**src/rtl/vdac_fmt_pkg.sv**
```systemverilog
package vdac_fmt_pkg;

    // Output-control states of the converter interface.
    typedef enum logic [1:0] {
        ST_HIZ   = 2'd0,
        ST_RUN   = 2'd1,
        ST_FORCE = 2'd2
    } vdac_state_e;

endpackage

```
**src/rtl/vdac_cvbs_mix.sv**
```systemverilog
// Two-stage composite former: offset-removed sum, then scale and clamp.
module vdac_cvbs_mix #(
    parameter int DW        = 10,
    parameter int MID       = 512,
    parameter int SCALE_NUM = 15,
    parameter int SCALE_SH  = 4
) (
    input  logic          clk,
    input  logic          rst_n,
    input  logic [DW-1:0] luma_i,
    input  logic [DW-1:0] chroma_i,
    output logic [DW-1:0] cvbs_o
);
    localparam int SW   = DW + 3;
    localparam int PW   = SW + SCALE_SH + 1;
    localparam int MAXC = (1 << DW) - 1;

    logic [SW-1:0]        sum_raw;
    logic signed [SW-1:0] sum_q;
    logic signed [PW-1:0] prod;
    logic signed [PW-1:0] scaled;
    logic [DW-1:0]        sat_d;

    assign sum_raw = SW'(luma_i) + SW'(chroma_i) - SW'(MID);

    always_ff @(posedge clk or negedge rst_n) begin
        if (!rst_n) begin
            sum_q <= '0;
        end else begin
            sum_q <= $signed(sum_raw);
        end
    end

    always_comb begin
        prod   = $signed({{(PW-SW){sum_q[SW-1]}}, sum_q}) * $signed(PW'(SCALE_NUM));
        scaled = prod >>> SCALE_SH;
        if (scaled[PW-1]) begin
            sat_d = '0;
        end else if (scaled[PW-2:0] > (PW-1)'(MAXC)) begin
            sat_d = DW'(MAXC);
        end else begin
            sat_d = scaled[DW-1:0];
        end
    end

    always_ff @(posedge clk or negedge rst_n) begin
        if (!rst_n) begin
            cvbs_o <= '0;
        end else begin
            cvbs_o <= sat_d;
        end
    end

endmodule

```
**src/rtl/vdac_delay_line.sv**
```systemverilog
// Fixed-depth shift register used to pad a path to the common latency.
module vdac_delay_line #(
    parameter int W     = 8,
    parameter int DEPTH = 4
) (
    input  logic         clk,
    input  logic         rst_n,
    input  logic [W-1:0] d,
    output logic [W-1:0] q
);
    generate
        if (DEPTH == 0) begin : g_wire
            assign q = d;
        end else begin : g_shift
            logic [W-1:0] stg [DEPTH];
            always_ff @(posedge clk or negedge rst_n) begin
                if (!rst_n) begin
                    for (int i = 0; i < DEPTH; i++) begin
                        stg[i] <= '0;
                    end
                end else begin
                    stg[0] <= d;
                    for (int i = 1; i < DEPTH; i++) begin
                        stg[i] <= stg[i-1];
                    end
                end
            end
            assign q = stg[DEPTH-1];
        end
    endgenerate

endmodule

```
**src/rtl/vdac_out_ctrl.sv**
```systemverilog
// Output-control state machine and the final output register.
module vdac_out_ctrl
    import vdac_fmt_pkg::*;
#(
    parameter int YW = 10,
    parameter int RW = 9
) (
    input  logic          clk,
    input  logic          rst_n,
    input  logic          force_min,
    input  logic          hiz_en,
    input  logic [YW-1:0] y_i,
    input  logic [YW-1:0] c_i,
    input  logic [YW-1:0] cv_i,
    input  logic [RW-1:0] r_i,
    input  logic [RW-1:0] g_i,
    input  logic [RW-1:0] b_i,
    output logic [YW-1:0] y_o,
    output logic [YW-1:0] c_o,
    output logic [YW-1:0] cv_o,
    output logic [RW-1:0] r_o,
    output logic [RW-1:0] g_o,
    output logic [RW-1:0] b_o,
    output logic          oe_o
);
    vdac_state_e state_q, state_d;

    // Next-state logic: tri-state wins over force-to-minimum.
    always_comb begin
        state_d = state_q;
        unique case (state_q)
            ST_HIZ: begin
                if (hiz_en)         state_d = ST_HIZ;
                else if (force_min) state_d = ST_FORCE;
                else                state_d = ST_RUN;
            end
            ST_RUN: begin
                if (hiz_en)         state_d = ST_HIZ;
                else if (force_min) state_d = ST_FORCE;
                else                state_d = ST_RUN;
            end
            ST_FORCE: begin
                if (hiz_en)         state_d = ST_HIZ;
                else if (force_min) state_d = ST_FORCE;
                else                state_d = ST_RUN;
            end
            default:                state_d = ST_HIZ;
        endcase
    end

    always_ff @(posedge clk or negedge rst_n) begin
        if (!rst_n) begin
            state_q <= ST_HIZ;
        end else begin
            state_q <= state_d;
        end
    end

    // Output register follows the next state so a control acts in one clock.
    always_ff @(posedge clk or negedge rst_n) begin
        if (!rst_n) begin
            y_o  <= '0;
            c_o  <= '0;
            cv_o <= '0;
            r_o  <= '0;
            g_o  <= '0;
            b_o  <= '0;
            oe_o <= 1'b0;
        end else begin
            unique case (state_d)
                ST_FORCE: begin
                    y_o  <= '0;
                    c_o  <= '0;
                    cv_o <= '0;
                    r_o  <= '0;
                    g_o  <= '0;
                    b_o  <= '0;
                    oe_o <= 1'b1;
                end
                ST_RUN: begin
                    y_o  <= y_i;
                    c_o  <= c_i;
                    cv_o <= cv_i;
                    r_o  <= r_i;
                    g_o  <= g_i;
                    b_o  <= b_i;
                    oe_o <= 1'b1;
                end
                default: begin
                    y_o  <= y_i;
                    c_o  <= c_i;
                    cv_o <= cv_i;
                    r_o  <= r_i;
                    g_o  <= g_i;
                    b_o  <= b_i;
                    oe_o <= 1'b0;
                end
            endcase
        end
    end

endmodule

```
**src/rtl/vdac_out_fmt.sv**
```systemverilog
// Top: input register, composite former, latency padding, output control.
module vdac_out_fmt #(
    parameter int Y_W         = 10,
    parameter int RGB_W       = 9,
    parameter int LATENCY     = 82,
    parameter int CHROMA_MID  = 512,
    parameter int SCALE_NUM   = 15,
    parameter int SCALE_SHIFT = 4
) (
    input  logic             clk,
    input  logic             rst_n,
    input  logic             force_min,
    input  logic             hiz_en,
    input  logic [Y_W-1:0]   luma_in,
    input  logic [Y_W-1:0]   chroma_in,
    input  logic [RGB_W-1:0] red_in,
    input  logic [RGB_W-1:0] green_in,
    input  logic [RGB_W-1:0] blue_in,
    output logic [Y_W-1:0]   luma_out,
    output logic [Y_W-1:0]   chroma_out,
    output logic [Y_W-1:0]   cvbs_out,
    output logic [RGB_W-1:0] red_out,
    output logic [RGB_W-1:0] green_out,
    output logic [RGB_W-1:0] blue_out,
    output logic             dac_oe
);
    localparam int IN_STAGES  = 1;
    localparam int MIX_STAGES = 2;
    localparam int OUT_STAGES = 1;
    localparam int PAD_CV     = LATENCY - IN_STAGES - MIX_STAGES - OUT_STAGES;
    localparam int PAD_YC     = PAD_CV + MIX_STAGES;
    localparam int BW         = 2 * Y_W + 3 * RGB_W;

    logic [Y_W-1:0]   luma_q, chroma_q;
    logic [RGB_W-1:0] red_q, green_q, blue_q;
    logic [Y_W-1:0]   cvbs_mix, cvbs_al;
    logic [BW-1:0]    bundle_al;

    always_ff @(posedge clk or negedge rst_n) begin
        if (!rst_n) begin
            luma_q   <= '0;
            chroma_q <= '0;
            red_q    <= '0;
            green_q  <= '0;
            blue_q   <= '0;
        end else begin
            luma_q   <= luma_in;
            chroma_q <= chroma_in;
            red_q    <= red_in;
            green_q  <= green_in;
            blue_q   <= blue_in;
        end
    end

    vdac_cvbs_mix #(
        .DW(Y_W), .MID(CHROMA_MID), .SCALE_NUM(SCALE_NUM), .SCALE_SH(SCALE_SHIFT)
    ) u_mix (
        .clk(clk), .rst_n(rst_n),
        .luma_i(luma_q), .chroma_i(chroma_q), .cvbs_o(cvbs_mix)
    );

    vdac_delay_line #(.W(Y_W), .DEPTH(PAD_CV)) u_pad_cv (
        .clk(clk), .rst_n(rst_n), .d(cvbs_mix), .q(cvbs_al)
    );

    vdac_delay_line #(.W(BW), .DEPTH(PAD_YC)) u_pad_yc (
        .clk(clk), .rst_n(rst_n),
        .d({luma_q, chroma_q, red_q, green_q, blue_q}), .q(bundle_al)
    );

    vdac_out_ctrl #(.YW(Y_W), .RW(RGB_W)) u_ctrl (
        .clk(clk), .rst_n(rst_n),
        .force_min(force_min), .hiz_en(hiz_en),
        .y_i(bundle_al[BW-1 -: Y_W]),
        .c_i(bundle_al[BW-Y_W-1 -: Y_W]),
        .cv_i(cvbs_al),
        .r_i(bundle_al[3*RGB_W-1 -: RGB_W]),
        .g_i(bundle_al[2*RGB_W-1 -: RGB_W]),
        .b_i(bundle_al[RGB_W-1 -: RGB_W]),
        .y_o(luma_out), .c_o(chroma_out), .cv_o(cvbs_out),
        .r_o(red_out), .g_o(green_out), .b_o(blue_out),
        .oe_o(dac_oe)
    );

endmodule

```
**config.mk**
```make
export PLATFORM = sky130hd
export DESIGN_NAME = vdac_out_fmt
export DESIGN_NICKNAME = d
export VERILOG_FILES = /design/src/rtl/vdac_fmt_pkg.sv /design/src/rtl/vdac_cvbs_mix.sv /design/src/rtl/vdac_delay_line.sv /design/src/rtl/vdac_out_ctrl.sv /design/src/rtl/vdac_out_fmt.sv
export SDC_FILE = /design/constraint.sdc
export NUM_CORES = 2
export LEC_CHECK = 0
export BUFFER_PORTS_ARGS = -buffer_cell sky130_fd_sc_hd__clkbuf_2
export CAP_MARGIN = 15
export CORE_MARGIN = 3
export CORE_UTILIZATION = 68
export CTS_BUF_LIST = sky130_fd_sc_hd__clkbuf_8
export CTS_CLUSTER_DIAMETER = 120
export DETAILED_ROUTE_END_ITERATION = 12
export GPL_TIMING_DRIVEN = 0
export PLACE_DENSITY = 0.85
export SKIP_CTS_REPAIR_TIMING = 1
export SYNTH_ARGS = -nofsm -noshare
export SYNTH_HDL_FRONTEND = slang
export SYNTH_SLANG_ARGS = --single-unit
```
**constraint.sdc**
```tcl
create_clock -name clk -period 8.7 [get_ports clk]
set_clock_uncertainty 0.05 [all_clocks]
set_input_delay 0.87 -clock clk [delete_from_list [all_inputs] [get_ports clk]]
set_output_delay 0.87 -clock clk [all_outputs]
set_load 0.03 [all_outputs]
```
==> flow_summary.json, run 1 <==
{
  "status": "stopped before the end",
  "lastStage": "detailed placement",
  "tool.error": "[ERROR DPL-0033] detailed placement checks failed during check placement.",
  "synth_fa_ha_area_share_pct": 0.7373,
  "portBuffers": 108,
  "yosys.area_share.simple_pct": 0.4275,
  "dp_hpwl_microns": 128900,
  "dieHeight_microns": 424.5,
  "synth-xor-area-share_pct": 0.1838,
  "synthFlopType": "dfrtp_1",
  "synthCells": 4957,
  "async_reset_ff_share_pct": 100.0,
  "synth_mux_area_share_pct": 0.01786,
  "fp.dieW_microns": 424.5,
  "synth_edf_count": 0,
  "synth_compound_area_share_pct": 0.3624,
  "synth-seq-area-share_pct": 98.08,
  "yosysUniqueCellTypes": 41,
  "start_util_pct": 68.91,
  "syn_nets": 5068,
  "gp_congestion": 0.7978,
  "ys_seq_elements": 4669,
  "syn_area_sq_um": 119100,
  "num_rows": 152,
  "synth_top_family_by_area": "adder cells",
  "syn_avg_cell_area_sq_um": 24.03,
  "pin_count": 109,
  "synth_warnings": 0
}
## through the flow
step	setup WS (ns)	area [sq um]
2_1_floorplan	4.876	119100
3_3_place_gp	-97.91	122600
## cells in the mapped netlist (2+ instances only)
cell type  instances  area share, %
dfrtp_1         4669             98
nor2b_1           58           0.30
inv_1             51           0.16
ha_1              43           0.45
fa_1              17           0.29
xnor2_1           15           0.11
o21a_1            12          0.076
a21oi_1           11          0.046
xor2_1            10          0.074
a21o_1             8          0.050
nor2_1             8          0.025
clkbuf_1           7          0.022
o21ai_0            6          0.025
a31oi_1            4          0.021
nand2_1            4          0.013
and3_1             3          0.016
nor3_1             3          0.013
a211oi_1           2          0.013
and2_1             2          0.011
nand2b_1           2          0.011
o21bai_1           2          0.013
## cell families after synthesis
kind of cell               count (synthesis)
adders and majority gates                 60
buffers and inverters                     59
DFF                                     4669
and+or+nand+nor                           85
muxes                                      2
xor gates and xnor gates                  25
AOI/OAI and AO/OA                         57
==> run 2, diff against run 1 <==
--- a/config.mk
+++ b/config.mk
@@ -8,12 +8,10 @@
 export BUFFER_PORTS_ARGS = -buffer_cell sky130_fd_sc_hd__clkbuf_2
 export CAP_MARGIN = 15
 export CORE_MARGIN = 3
-export CORE_UTILIZATION = 68
-export CTS_BUF_LIST = sky130_fd_sc_hd__clkbuf_8
-export CTS_CLUSTER_DIAMETER = 120
+export CORE_UTILIZATION = 40
 export DETAILED_ROUTE_END_ITERATION = 12
 export GPL_TIMING_DRIVEN = 0
-export PLACE_DENSITY = 0.85
+export PLACE_DENSITY_LB_ADDON = 0.15
 export SKIP_CTS_REPAIR_TIMING = 1
 export SYNTH_ARGS = -nofsm -noshare
 export SYNTH_HDL_FRONTEND = slang
==> flow_summary.json, run 2 <==
{
  "status": "finished clean",
  "power_density_nw_per_um2": 315.5,
  "yosys-top-cells-count": "dfrtp_1 (4,669), nor2b_1 (58), inv_1 (51)",
  "htreeDepth": 5,
  "grt_util_all_layers_pct": 8.005,
  "cp.arrival_ns": 6.73,
  "start_util_pct": 40.37,
  "slowest_delay_ns": 0.54,
  "finalSetupTns_ns": 0,
  "grt_first_pass_wirelength_microns": 209200,
  "syn_avg_cell_area_sq_um": 24.03,
  "dieArea_sq_um": 304400,
  "final-hold-violation-count": 0,
  "antenna_found_initial": 1,
  "grt_pass1_vias": 44360,
  "regArea_sq_um": 116800,
  "path_clk_slew_ns": 0.06,
  "remaining_drc_errors": 0,
  "n_fill_cell": 23980,
  "core_sq_um": 295100,
  "max-slew-margin-rel_pct": 47.37,
  "portBuffers": 108,
  "synth-seq-area-share_pct": 98.08,
  "layout_setup_ws_ns": 2.871,
  "grt_max_degree": 124,
  "hold_class": "in -> reg",
  "root_buffer": "clkbuf_16",
  "synth_top_area_share_pct": 98.08,
  "tightest_slew_ns": 0.7895,
  "tritoncts": "done",
  "synthFlopType": "dfrtp_1",
  "yosysUniqueCellTypes": 41,
  "setup_violations": 0,
  "clockBufferDepth": 4,
  "dieHeight_microns": 551.7,
  "drt_iter0_drc": 2226,
  "multi_input_area_sq_um": 2059,
  "clock_sinks": 4669,
  "fp.dieW_microns": 551.7,
  "rsz0062_at_grt": "false",
  "final_layout_size_suffix_gt1_share_pct": 14.93,
  "synthTopCellsByArea": "dfrtp_1 (98%), ha_1 (0.45%), nor2b_1 (0.30%), fa_1 (0.29%), inv_1 (0.16%)",
  "largest_reg_flops": 3713,
  "syn_area_sq_um": 119100,
  "regMostFlops": "u_pad_yc.g_shift.stg",
  "async_reset_ff_share_pct": 100.0,
  "crit_type": "in -> async",
  "areaGrowthSynthToFinish_pct": 18.82,
  "drt-total-wl_microns": 113800,
  "vias": 39730,
  "finalCritPeriodShare_pct": 67.00,
  "grt.overflow.total": 0,
  "total_leakage_power_nw": 68.42,
  "clk_latency_ns": 0.87,
  "cpMaxStageDelayCell": "dlygate4sd3_1",
  "start_kind": "input port",
  "min_period_ns": 5.829,
  "ys_seq_elements": 4669,
  "syn_nets": 5068,
  "cp_common_cell": "buf_16",
  "num_rows": 199,
  "final_common_cell": "dfrtp_1",
  "numCtsBuffers": 445,
  "dp_hpwl_microns": 54350,
  "gp_congestion": 0.7336,
  "fin_total_pwr_mw": 44.66,
  "drt_first_pass_iters": 4,
  "drv_slew": 0,
  "crit_required_ns": 9.60,
  "crit_fanout": 123,
  "ir_drop_v": 0.0001731,
  "maxCapViolations": 0,
  "pre_cts_slack_ns": 2.146,
  "pin_count": 109,
  "endpoint_kind": "async pin",
  "synthCells": 4957,
  "clock.fmax_mhz": 171.6,
  "ant_nets": 0,
  "synth_warnings": 0,
  "vias_per_cell": 4.018,
  "wl_per_cell_microns": 11.51,
  "synth_top_area_cell": "dfrtp_1",
  "mostFrequentLayoutCells": "dfrtp_1 (4,669), clkbuf_16 (451), clkbuf_8 (123)",
  "nets": 5715,
  "crit_chain": "dlygate4sd3_1, clkbuf_8, buf_16, buf_16, buf_16, buf_16, buf_16, buf_16, buf_16, buf_16, buf_16, buf_16",
  "synth.most_common_cell": "dfrtp_1",
  "synth_edf_count": 0
}
-- run 2: cell counts after synthesis --
No cell type changed its count.
-- run 2: path summary, 6_finish.rpt --
| kind | from | endpoint | slack [ns] | cells after the start |
|---|---|---|---|---|
| max in group clk | u_mix.sum_q[9] | u_mix.cvbs_o[2] | 4.34 | 14 |
| setup reg to reg | u_mix.sum_q[9] | u_mix.cvbs_o[2] | 4.34 | 14 |
| hold / removal | blue_in[1] | blue_q[1] | 0.08 | 1 |
| hold reg to reg | u_pad_cv.g_shift.stg[686] | u_pad_cv.g_shift.stg[676] | 0.25 | 0 |
| min in group asynchronous | rst_n | u_ctrl.y_o[9] | 0.51 | 2 |
| setup / recovery | rst_n | u_pad_yc.g_shift.stg[3592] | 2.87 | 12 |
-- run 2: critical path: cells and delay by family --
family	cells	cell delay [ns]
buffers and inverters	12	5.25
-- run 2: kinds of logic (layout without fill, tap and decap cells) --
| group | after synthesis | after routing | share of synthesized area [%] |
|---|---|---|---|
| other | 0 | 1 | 0 |
| flip-flops | 4669 | 4669 | 98.08 |
| XOR/XNOR | 25 | 25 | 0.1838 |
| AO/OA/AOI/OAI | 57 | 57 | 0.3624 |
| buffers and inverters | 59 | 1071 | 0.1891 |
| multiplexers | 2 | 2 | 0.01786 |
| adder cells (fa/ha/maj) | 60 | 60 | 0.7374 |
| AND/OR/NAND/NOR | 85 | 85 | 0.4275 |
-- run 2: per-stage QoR --
stage                     std cells  hold slack [ns]  util, %  instance area (sq um)
after detailed placement       9030           0.2847    42.65                 125800
after floorplan                4957           0.2812        -                 119100
after global placement         8984           0.2812    42.22                 124600
final                          9889          0.08426    47.97                 141500
after CTS                      9842          -0.1347    47.82                 141100
after global routing           9889         0.001239    47.97                 141500
-- run 2: area by class of cell --
type,instances,share of cell area (%)
inverters,51,0.1352
clock inverters,154,1.382
well taps,3919,3.464
multi-input cells,229,1.455
repair buffers,200,1.608
clock buffers,658,9.385
flip-flops and latches,4669,82.55
plain buffers,8,0.02387
diodes,1,0.001768
-- run 2: routing by layer --
metal  global-route usage [%]  share of wire [%]
met1                    10.69                 43
met2                    12.00                 47
met3                    2.085                5.0
met4                    4.613                5.4
met5                        0                  0
-- run 2: power breakdown --
group	leakage (nW)	total [mW]	internal [mW]	switching [mW]
logic	2.54	1.71	0.608	1.10
registers	58.3	23.7	23.3	0.382
clock network	7.56	19.2	11.7	7.51
total	68.4	44.7	35.7	9.00
No activity file was read; power rests on OpenSTA's default activity.
